### src/rtl/ea_gen_pkg.sv
package ea_gen_pkg;
  typedef enum logic [2:0] {
    MODE_DISP  = 3'b101,
    MODE_INDEX = 3'b110
  } ea_mode_e;
endpackage

### src/rtl/ea_index_term.sv
module ea_index_term #(
  parameter int AW      = 32,
  parameter int SHORT_W = 16,
  parameter int SCALE_W = 2
) (
  input  logic [AW-1:0]      raw,
  input  logic               long_sel,
  input  logic [SCALE_W-1:0] scale,
  output logic [AW-1:0]      term
);
  localparam int SCALE_N = 1 << SCALE_W;

  logic [AW-1:0] extended;
  logic [AW-1:0] shifted [SCALE_N];

  always_comb begin
    if (long_sel) extended = raw;
    else          extended = {{(AW-SHORT_W){raw[SHORT_W-1]}}, raw[SHORT_W-1:0]};
  end

  for (genvar s = 0; s < SCALE_N; s++) begin : g_shift
    assign shifted[s] = extended << s;
  end

  assign term = shifted[scale];
endmodule

### src/rtl/ea_disp_sel.sv
module ea_disp_sel #(
  parameter int AW      = 32,
  parameter int EXT_W   = 16,
  parameter int SDISP_W = 8
) (
  input  logic [EXT_W-1:0] ext,
  input  logic             short_form,
  output logic [AW-1:0]    disp
);
  logic [AW-1:0] wide_d;
  logic [AW-1:0] narrow_d;

  assign wide_d   = {{(AW-EXT_W){ext[EXT_W-1]}}, ext};
  assign narrow_d = {{(AW-SDISP_W){ext[SDISP_W-1]}}, ext[SDISP_W-1:0]};
  assign disp     = short_form ? narrow_d : wide_d;
endmodule

### src/rtl/ea_gen.sv
module ea_gen
  import ea_gen_pkg::*;
#(
  parameter int AW      = 32,
  parameter int EXT_W   = 16,
  parameter int SDISP_W = 8,
  parameter int RSEL_W  = 3,
  parameter int SCALE_W = 2
) (
  input  logic              clk,
  input  logic              rst,
  input  logic              req_valid,
  output logic              req_ready,
  input  logic [2:0]        req_mode,
  input  logic [RSEL_W-1:0] req_reg,
  input  logic [EXT_W-1:0]  req_ext,
  output logic [RSEL_W-1:0] base_sel,
  input  logic [AW-1:0]     base_data,
  output logic              idx_is_areg,
  output logic [RSEL_W-1:0] idx_sel,
  input  logic [AW-1:0]     idx_data,
  output logic              out_valid,
  output logic [AW-1:0]     out_addr,
  output logic              out_unsup
);
  localparam int TYPE_BIT = EXT_W - 1;
  localparam int NUM_HI   = TYPE_BIT - 1;
  localparam int SIZE_BIT = NUM_HI - RSEL_W;
  localparam int SCALE_HI = SIZE_BIT - 1;

  logic          accept;
  logic          is_disp;
  logic          is_index;
  logic          supported;
  logic [AW-1:0] disp;
  logic [AW-1:0] idx_term;
  logic [AW-1:0] sum;

  assign base_sel    = req_reg;
  assign idx_is_areg = req_ext[TYPE_BIT];
  assign idx_sel     = req_ext[NUM_HI -: RSEL_W];

  assign accept    = req_valid && req_ready;
  assign is_disp   = (req_mode == MODE_DISP);
  assign is_index  = (req_mode == MODE_INDEX);
  assign supported = is_disp || is_index;

  ea_disp_sel #(
    .AW(AW), .EXT_W(EXT_W), .SDISP_W(SDISP_W)
  ) u_disp (
    .ext(req_ext),
    .short_form(is_index),
    .disp(disp)
  );

  ea_index_term #(
    .AW(AW), .SHORT_W(EXT_W), .SCALE_W(SCALE_W)
  ) u_index (
    .raw(idx_data),
    .long_sel(req_ext[SIZE_BIT]),
    .scale(req_ext[SCALE_HI -: SCALE_W]),
    .term(idx_term)
  );

  assign sum = base_data + disp + (is_index ? idx_term : '0);

  always_ff @(posedge clk) begin
    if (rst) begin
      req_ready <= 1'b0;
      out_valid <= 1'b0;
      out_unsup <= 1'b0;
      out_addr  <= '0;
    end else begin
      req_ready <= 1'b1;
      out_valid <= accept && supported;
      out_unsup <= accept && !supported;
      if (accept) out_addr <= supported ? sum : '0;
    end
  end
endmodule

### config.mk
export PLATFORM = sky130hd
export DESIGN_NAME = ea_gen
export DESIGN_NICKNAME = d
export VERILOG_FILES = /design/src/rtl/ea_gen_pkg.sv /design/src/rtl/ea_index_term.sv /design/src/rtl/ea_disp_sel.sv /design/src/rtl/ea_gen.sv
export SDC_FILE = /design/constraint.sdc
export NUM_CORES = 1
export LEC_CHECK = 0
export BUFFER_PORTS_ARGS = -buffer_cell sky130_fd_sc_hd__buf_2
export CORE_MARGIN = 5
export CORE_UTILIZATION = 54
export DETAILED_ROUTE_END_ITERATION = 10
export GPL_ROUTABILITY_DRIVEN = 0
export PLACE_DENSITY = 0.86
export SLEW_MARGIN = 25
export SYNTH_ARGS = -nofsm -noshare
export SYNTH_HDL_FRONTEND = slang
export SYNTH_SLANG_ARGS = --single-unit
### constraint.sdc
create_clock -name clk -period 5.8 [get_ports clk]
set_clock_uncertainty 0.15 [all_clocks]
set_input_delay 0.58 -clock clk [delete_from_list [all_inputs] [get_ports clk]]
set_output_delay 0.58 -clock clk [all_outputs]
set_load 0.005 [all_outputs]
==> summary.md, run 1 <==
| Metric | Value |
|---|---|
| Startpoint types | input port |
| Crit end category | flop |
| Cells after Synth | about 620 |
| Pleak | around 2.8 nW |
| Synth warn | 0 |
| Core footprint | around 8600 µm² |
| GRT Util Overall | between 20 and 25% |
| Hold path startpoint | out_addr[23] |
| Slew headroom | 40.00% |
| # rows | 34 |
| FF/Latch Area | 700.7 µm² |
| Longest Clk Path Bufs | 2 |
| Share of cells above drive strength 1 | between 20 and 25% |
| RR Startpoint | req_ready |
| Number of top-level pins | 131 |
| WP buf/inv | 1 |
| Final Hold Fails | 0 |
| Pin count of the biggest net entering global routing | 41 |
| Inserted Clock Buffers | 5 |
| Combinational family with the most area after synthesis | compound AO/OA/AOI/OAI gates |
| Post-synthesis sequential area ratio | between 10 and 15% |
| # diodes | 0 |
| Hpwl dp | approximately 10000 µm |
| Avg Cell Area, Syn | a little under 8 µm² |
| PwrDens | ~190 nW/µm² |
| Area share of fa/ha/maj cells after synthesis | 21.41% |
| Initial antenna violation count | 0 |
| Die Wd | approximately 100 µm |
| #FFs+latches synth | 35 |
| Die Area | approximately 11000 µm² |
| Simple-gate share of the synthesized area | 17.48% |
| Vias | 4681 |
| Global-route wire length before repair | ~21000 µm |
| Final WL | 12530 µm |
| Max Freq | ~220 MHz |
| Clock-pin slew on the worst setup and hold paths | around 0.07 ns |
| I/O Buffers | roughly 120 |
| Mux share of post-synthesis cell area | under 10% |
| Worst path arrival time | ~4.5 ns |
| Clk sinks | 35 |
| Post-CTS Resized | 0 |
| Drt via density | 5.716 |
| CP delay by family, top | compound AO/OA/AOI/OAI gates |
| CTS tree | yes |
| Setup CP Type | input port to flop |
| Slew @ Worst Pin | roughly 0.9 ns |
| Initial core utilization | between 50% and 60% |
| Crit path launch | req_mode[0] |
| Netlist cell types | 58 |
| Worst slack, placed | between 1 and 1.5 ns |
| Final Net Count | between 800 and 900 |
| Maximum fanout along the worst path | 13 |
| Initial DRC Count | 373 |
| Period utilization | about 77% |
| Final worst slack | between 1 and 1.5 ns |
| FFs w/ async S/R, synth | 0% |
| Compound-cell area share of the yosys netlist | 23.58% |
| Synth Cell Area | between 4000 and 5000 µm² |
| Setup TNS | 0 ns |
| Setup-failing EPs final | 0 |
| RSZ-0062 raised after global routing | no |
| Remaining antenna violation count | 0 |
| Clock Root Buffer | clkbuf_8 |
| # hold bufs at CTS | 0 |
| Die height | between 100 and 150 µm |
| Vias in the first global route | 4606 |
| Total grt overflow | 0 |
| CP peak stage delay | ~0.48 ns |
| DRC viols | 0 |
| Post-Layout Inst Area | about 5500 µm² |
| H-Tree Depth | 2 |
| Slew Limit Fails | 0 |
| Max-Cap Viols | 0 |
| CP required | slightly below 6 ns |
| Syn_nets | between 700 and 800 |
| Outcome | finished clean |
| First-pass DRT Iterations | 7 |
| Post CTS Setup Buffer Count | 0 |
| Period minus WS final | 4.453 ns |
| Wire per inst | around 15 µm |
| Area Growth Syn to Fin | 15.14% |
| CP max-delay cell | fa_1 |
| # fillers | 750 |
| Multi-input gate area | between 3000 and 4000 µm² |
| Ys flop type | dfxtp_1 |
| Most used cell, CP | fa_1 |
| Worst skew pair latency | approximately 0.29 ns |
| Worst hold-check path type | flop to flop |
| VDD IR max | between 0.1 and 0.15 mV |
| Post-synthesis xor/xnor area fraction | between 4 and 5% |
| CP cell instances | buf_2 -> nand3b_1 -> nor3_1 -> fa_1 -> ha_1 -> fa_1 -> a21o_1 -> a221o_1 -> a221oi_2 -> o31ai_2 -> a21oi_2 -> xor2_1 -> o21ai_1 |
| Number of synthesized flops with an enable pin | 0 |
| Placed cell area | around 5400 µm² |
==> layout make-up <==
type                            instances  area share, %
Inverter                               78          5.360
Tap cell                              108          2.474
Sequential cell                        35          12.83
Clock inverter                          3         0.8016
Clock buffer                            5          1.260
Multi-Input combinational cell        462          65.37
Timing Repair Buffer                  128          11.91
==> cell families after synthesis <==
kind of cell / count (synthesis)
multiplexers: 31
AND/OR/NAND/NOR: 179
adder cells (fa/ha/maj): 62
XOR/XNOR: 22
AO/OA/AOI/OAI: 168
buffers and inverters: 118
flip-flops: 35
==> worst paths after layout <==
check             cells past startpoint  slack, ns            to
setup / recovery                     13       1.35  out_addr[23]
hold / removal                        2       0.30  out_addr[23]
setup reg to reg                      7       2.74  out_addr[30]
hold reg to reg                       2       0.30  out_addr[23]
==> where the power goes <==
group / total, W / switching (W) / internal (W)
registers: 0.000254 / 0.00000474 / 0.000250
logic: 0.000578 / 0.000344 / 0.000234
clock network: 0.000218 / 0.0000899 / 0.000128
==> synth_stat cells, types with 10 or more instances <==
master,instances,share of area [%]
xor2_1,11,2.0
a21o_1,23,3.6
nor3_1,11,1.2
nand4_1,10,1.3
ha_1,30,7.9
a22oi_1,11,1.7
fa_1,32,14
o21ai_0,38,4.0
and2_1,11,1.5
dfxtp_1,35,15
mux2i_1,23,4.9
xnor2_1,11,2.0
a21oi_1,44,4.6
nand3_1,19,2.0
nand2_1,50,4.0
inv_1,78,6.2
clkbuf_1,24,1.9
nor2_1,55,4.4
==> layout by cell type (no fill, tap or decap), types with 10 or more instances in the layout <==
cell type / instances
dfxtp_1: 35
ha_1: 30
nand4_1: 10
a21oi_1: 43
a22oi_1: 11
and2_1: 11
nor2_1: 55
o21ai_0: 38
nand3_1: 19
xnor2_1: 11
buf_2: 124
fa_1: 32
xor2_1: 11
inv_1: 78
nand2_1: 50
nor3_1: 11
a21o_1: 23
mux2i_1: 23
==> stage by stage <==
stage	utilization (%)	instances	power (W)	hold WS, ns
after floorplan	-	615	0.0006793	0.2942
after global placement	61.95	811	0.0008041	0.2827
after detailed placement	61.95	811	0.0008210	0.2931
after CTS	63.26	819	0.001041	0.3051
after global routing	63.26	819	0.001127	0.3204
final	63.26	819	0.001050	0.3010
==> sequential cells by signal (all words and copies together) (netlist names) <==
| name | flops |
|---|---|
| out_addr | 32 |
| out_unsup | 1 |
| out_valid | 1 |
| req_ready | 1 |
==> tightest hold or removal path, stage by stage, from the launching register on <==
cell and delay (ns):
dfxtp_1 0.31, nand2_1 0.05, o21ai_1 0.05
==> metal layers <==
layer,vias to the layer above,track usage (%),wire (µm)
met4,0,5.828,212
li1,2310,-,-
met5,-,0,0
met2,234,35.75,5678
met3,22,1.679,872
met1,2115,32.74,5764
No activity file was read; power rests on OpenSTA's default activity.
==> run 2, diff against run 1 <==
--- a/config.mk
+++ b/config.mk
@@ -5,12 +5,13 @@
 export SDC_FILE = /design/constraint.sdc
 export NUM_CORES = 1
 export LEC_CHECK = 0
+export ABC_AREA = 1
 export BUFFER_PORTS_ARGS = -buffer_cell sky130_fd_sc_hd__buf_2
 export CORE_MARGIN = 5
-export CORE_UTILIZATION = 54
+export CORE_UTILIZATION = 50
 export DETAILED_ROUTE_END_ITERATION = 10
 export GPL_ROUTABILITY_DRIVEN = 0
-export PLACE_DENSITY = 0.86
+export PLACE_DENSITY = 0.83
 export SLEW_MARGIN = 25
 export SYNTH_ARGS = -nofsm -noshare
 export SYNTH_HDL_FRONTEND = slang
==> constraint.sdc (replaced) <==
create_clock -name clk -period 3.9 [get_ports clk]
set_clock_uncertainty 0.15 [all_clocks]
set_input_delay 0.39 -clock clk [delete_from_list [all_inputs] [get_ports clk]]
set_output_delay 0.39 -clock clk [all_outputs]
set_load 0.005 [all_outputs]
==> summary.md, run 2 <==
| Metric | Value |
|---|---|
| Clock-pin slew on the worst setup and hold paths | 0.07 ns (about the same) |
| Period minus WS final | roughly 3.5 ns |
| Top-count cell post-synth | nand2_1 |
| Final Total Pwr | 0.001568 W (+49%) |
| Crit end category | flop |
| Synth Cell Area | 5264 µm² (+11%) |
| Area Growth Syn to Fin | 15.47% |
| Inserted Clock Buffers | 5 (unchanged) |
| Worst hold-check path type | flop to flop |
| Final Hold Fails | 0 (unchanged) |
| PwrDens | 258.0 nW/µm² (+34%) |
| Startpoint types | input port |
| Max Freq | between 200 and 300 MHz |
| Wire per inst | 12.06 µm (-21%) |
| Synth warn | 0 (unchanged) |
| VDD IR max | 0.1550 mV (+28%) |
| Pleak | 3.582 nW (+28%) |
| Maximum fanout along the worst path | 17 (+4) |
| Final Net Count | 1159 (+35%) |
| # rows | 37 (+8.8%) |
| GRT met1 Usage | 27.26% (-5.5 points) |
| Post-synthesis sequential area ratio | 13.31% (-1.5 points) |
| Final WL | 13800 µm (+10%) |
| Most common cell after layout, fill and taps aside | nand2_1 |
| Outcome | finished clean |
| Global-route wire length before repair | 24170 µm (+14%) |
| First-pass DRT Iterations | 5 (-2) |
| Remaining antenna violation count | 0 (unchanged) |
| Clock Power Share | 16.8% (-3.9 points) |
| Die Area | 12680 µm² (+18%) |
| Slew Limit Fails | 0 (unchanged) |
| Setup CP Type | input port to flop |
| Internal Pwr Total | 0.0008488 W (+39%) |
| # fillers | 1060 (+41%) |
| CTS tree | yes |
| Total grt overflow | 0 (unchanged) |
| Vias | 5749 (+23%) |
| Initial core utilization | 51.22% (-3.7 points) |
| Most used cell, CP | nand2_1 |
| Slew headroom | 59.03% (+19 points) |
| Hpwl dp | 11830 µm (+13%) |
| Sequential share of power | 23.9% (-0.3 points) |
| Clk sinks | 35 (unchanged) |
| Slew @ Worst Pin | 0.6131 ns (-0.2836 ns) |
| Post-CTS Resized | 0 (unchanged) |
| Longest Clk Path Bufs | 2 (unchanged) |
| GRT Util Overall | 22.22% (-0.17 points) |
| RSZ-0062 raised after global routing | no |
| Die height | 112.6 µm (+8.6%) |
| # hold bufs at CTS | 0 (unchanged) |
| # diodes | 0 (unchanged) |
| Worst skew pair latency | 0.28 ns (about the same) |
| Ys flop type | dfxtp_1 |
| Top post-synthesis cells by area | nand2_1 (21%), inv_1 (14%), dfxtp_1 (13%), fa_1 (12%), ha_1 (7.1%) |
| Area share of the largest cell type after synthesis | 21.18% (+6.4 points) |
| Met3 global-route usage | 3.450% (+1.8 points) |
| Clock Root Buffer | clkbuf_8 |
| FFs w/ async S/R, synth | 0% (unchanged) |
| Pin count of the biggest net entering global routing | 35 (-15%) |
| H-Tree Depth | 2 (unchanged) |
| CP max-delay cell | fa_1 |
| Switching portion of total power | 45.87% (+4.1 points) |
| I/O Buffers | 124 (unchanged) |
| DRC viols | 0 (unchanged) |
| CP cell instances | buf_2 -> inv_1 -> buf_4 -> nand2_1 -> o21ai_0 -> o22ai_1 -> inv_1 -> fa_1 -> inv_1 -> ha_1 -> nand2_1 -> inv_1 -> nand2_1 -> nand2_1 -> nand2_1 -> nand2_1 -> a21oi_1 -> nand2_1 -> nand2_1 -> nand3_1 -> a21oi_1 |
| Setup-failing EPs final | 0 (unchanged) |
| CP delay by family, top | buffers and inverters |
| Share of cells above drive strength 1 | 16.57% (-5.5 points) |
| GRT busiest layer | met2 |
| Period utilization | about nine tenths |
| Initial DRC Count | 357 (-4.3%) |
| Avg Cell Area, Syn | 5.875 µm² (-24%) |
| Die Wd | 112.6 µm (+8.6%) |
| Vias in the first global route | 5624 (+22%) |
| #FFs+latches synth | 35 (unchanged) |
| Max FFs per register | 32 (unchanged) |
| Most frequent cells in the layout | nand2_1 (297), inv_1 (190), buf_2 (124) |
| Syn_nets | 1047 (+37%) |
| Drt via density | 5.025 (-12%) |
| Met2 Track Usage GR | 39.73% (+4.0 points) |
| Net Switching | 0.0007192 W (+64%) |
| Cells after Synth | 896 (+46%) |
| Number of synthesized flops with an enable pin | 0 (unchanged) |
| Netlist cell types | 37 (-36%) |
| Worst path arrival time | 3.55 ns (-0.91 ns) |
| Combinational share of power | 59.2% (+4.2 points) |
| Post-synth top cells | nand2_1 (297), inv_1 (190), nand3_1 (61), a21oi_1 (60), nor2_1 (54) |
| WP buf/inv | 6 (+5) |
| Setup TNS | 0 ns (unchanged) |
| Post-synth top area cell | nand2_1 |
| CP required | 3.96 ns (-1.85 ns) |
| Core footprint | 10280 µm² (+19%) |
| Biggest register | out_addr |
| Post CTS Setup Buffer Count | 0 (unchanged) |
| Number of top-level pins | 131 (unchanged) |
| Max-Cap Viols | 0 (unchanged) |
| CP peak stage delay | 0.51 ns (+0.03 ns) |
| Initial antenna violation count | 0 (unchanged) |
==> run 2: cell types whose count changed in the layout (fill, tap and decap cells not counted), sizes merged, moves of 10 or more <==
| cell | change |
|---|---|
| xor2 | -10 |
| and2 | -11 |
| a21o | -23 |
| mux2i | -15 |
| o21ai | -21 |
| nand2 | +252 |
| xnor2 | -10 |
| o22ai | +17 |
| a211oi | -10 |
| a21oi | +16 |
| inv | +116 |
| nand3 | +45 |
==> run 2: power groups by stage <==
stage	Combinational [W]	Sequential [W]	Clock, W
CTS	0.000926	0.000375	0.000272
global placement	0.000906	0.000383	0
finish	0.000929	0.000375	0.000264
global route	0.00107	0.000377	0.000288
floorplan	0.000680	0.000385	0
detailed placement	0.000921	0.000384	0
==> run 2: path summary, 6_finish.rpt <==
check          startpoint           end  slack, ns  cells past startpoint
max            req_ext[9]  out_addr[29]       0.41                     21
min          out_addr[26]  out_addr[26]       0.31                      2
max reg2reg     req_ready   out_addr[9]       1.99                      7
min reg2reg  out_addr[26]  out_addr[26]       0.31                      2
==> run 2: area by class of cell <==
class | count | area [µm²] | share of cell area, %
multi-input cells | 638 | 3675 | 60.46
inverters | 195 | 732.0 | 12.04
repair buffers | 133 | 713.2 | 11.73
flip-flops and latches | 35 | 700.7 | 11.53
well taps | 136 | 170.2 | 2.800
clock buffers | 6 | 82.58 | 1.359
clock inverters | 1 | 5.005 | 0.08234
==> run 2: routing by layer <==
metal	part of all wire, %	routed length, µm	up-vias
li1	-	-	2989
met1	43	5886	2534
met2	49	6745	196
met3	5.9	821	30
met4	2.5	346	0
met5	0	0	-
==> run 2: kinds of logic (layout without fill, tap and decap cells) <==
group | after synthesis | count (layout) | share of synthesized area, %
AND/OR/NAND/NOR | 450 | 450 | 36.11
buffers and inverters | 223 | 335 | 16.88
AO/OA/AOI/OAI | 116 | 116 | 12.55
adder cells (fa/ha/maj) | 62 | 62 | 19.30
flip-flops | 35 | 35 | 13.31
multiplexers | 8 | 8 | 1.521
XOR/XNOR | 2 | 2 | 0.3328
==> run 2: per-stage QoR <==
step                std cells  worst slack (ns)  cell area, µm²  utilization [%]  hold WS [ns]
floorplan                 896            0.5543            5264                -        0.3118
CTS                      1144            0.4625            6078            59.14        0.3145
finish                   1144            0.4096            6078            59.14        0.3132
global placement         1137            0.2631            5991            58.29        0.3012
global route             1144            0.1186            6078            59.14        0.3304
detailed placement       1137            0.1752            5991            58.29        0.3036
==> run 2: worst reg2reg max path, cell delays in order, from the launching register on <==
cell and delay [ns]:
dfxtp_1 0.33, nand2_1 0.05, buf_4 0.24, nor2_4 0.55, nand2_1 0.20, inv_2 0.17
nand3_1 0.10, nand2_1 0.06
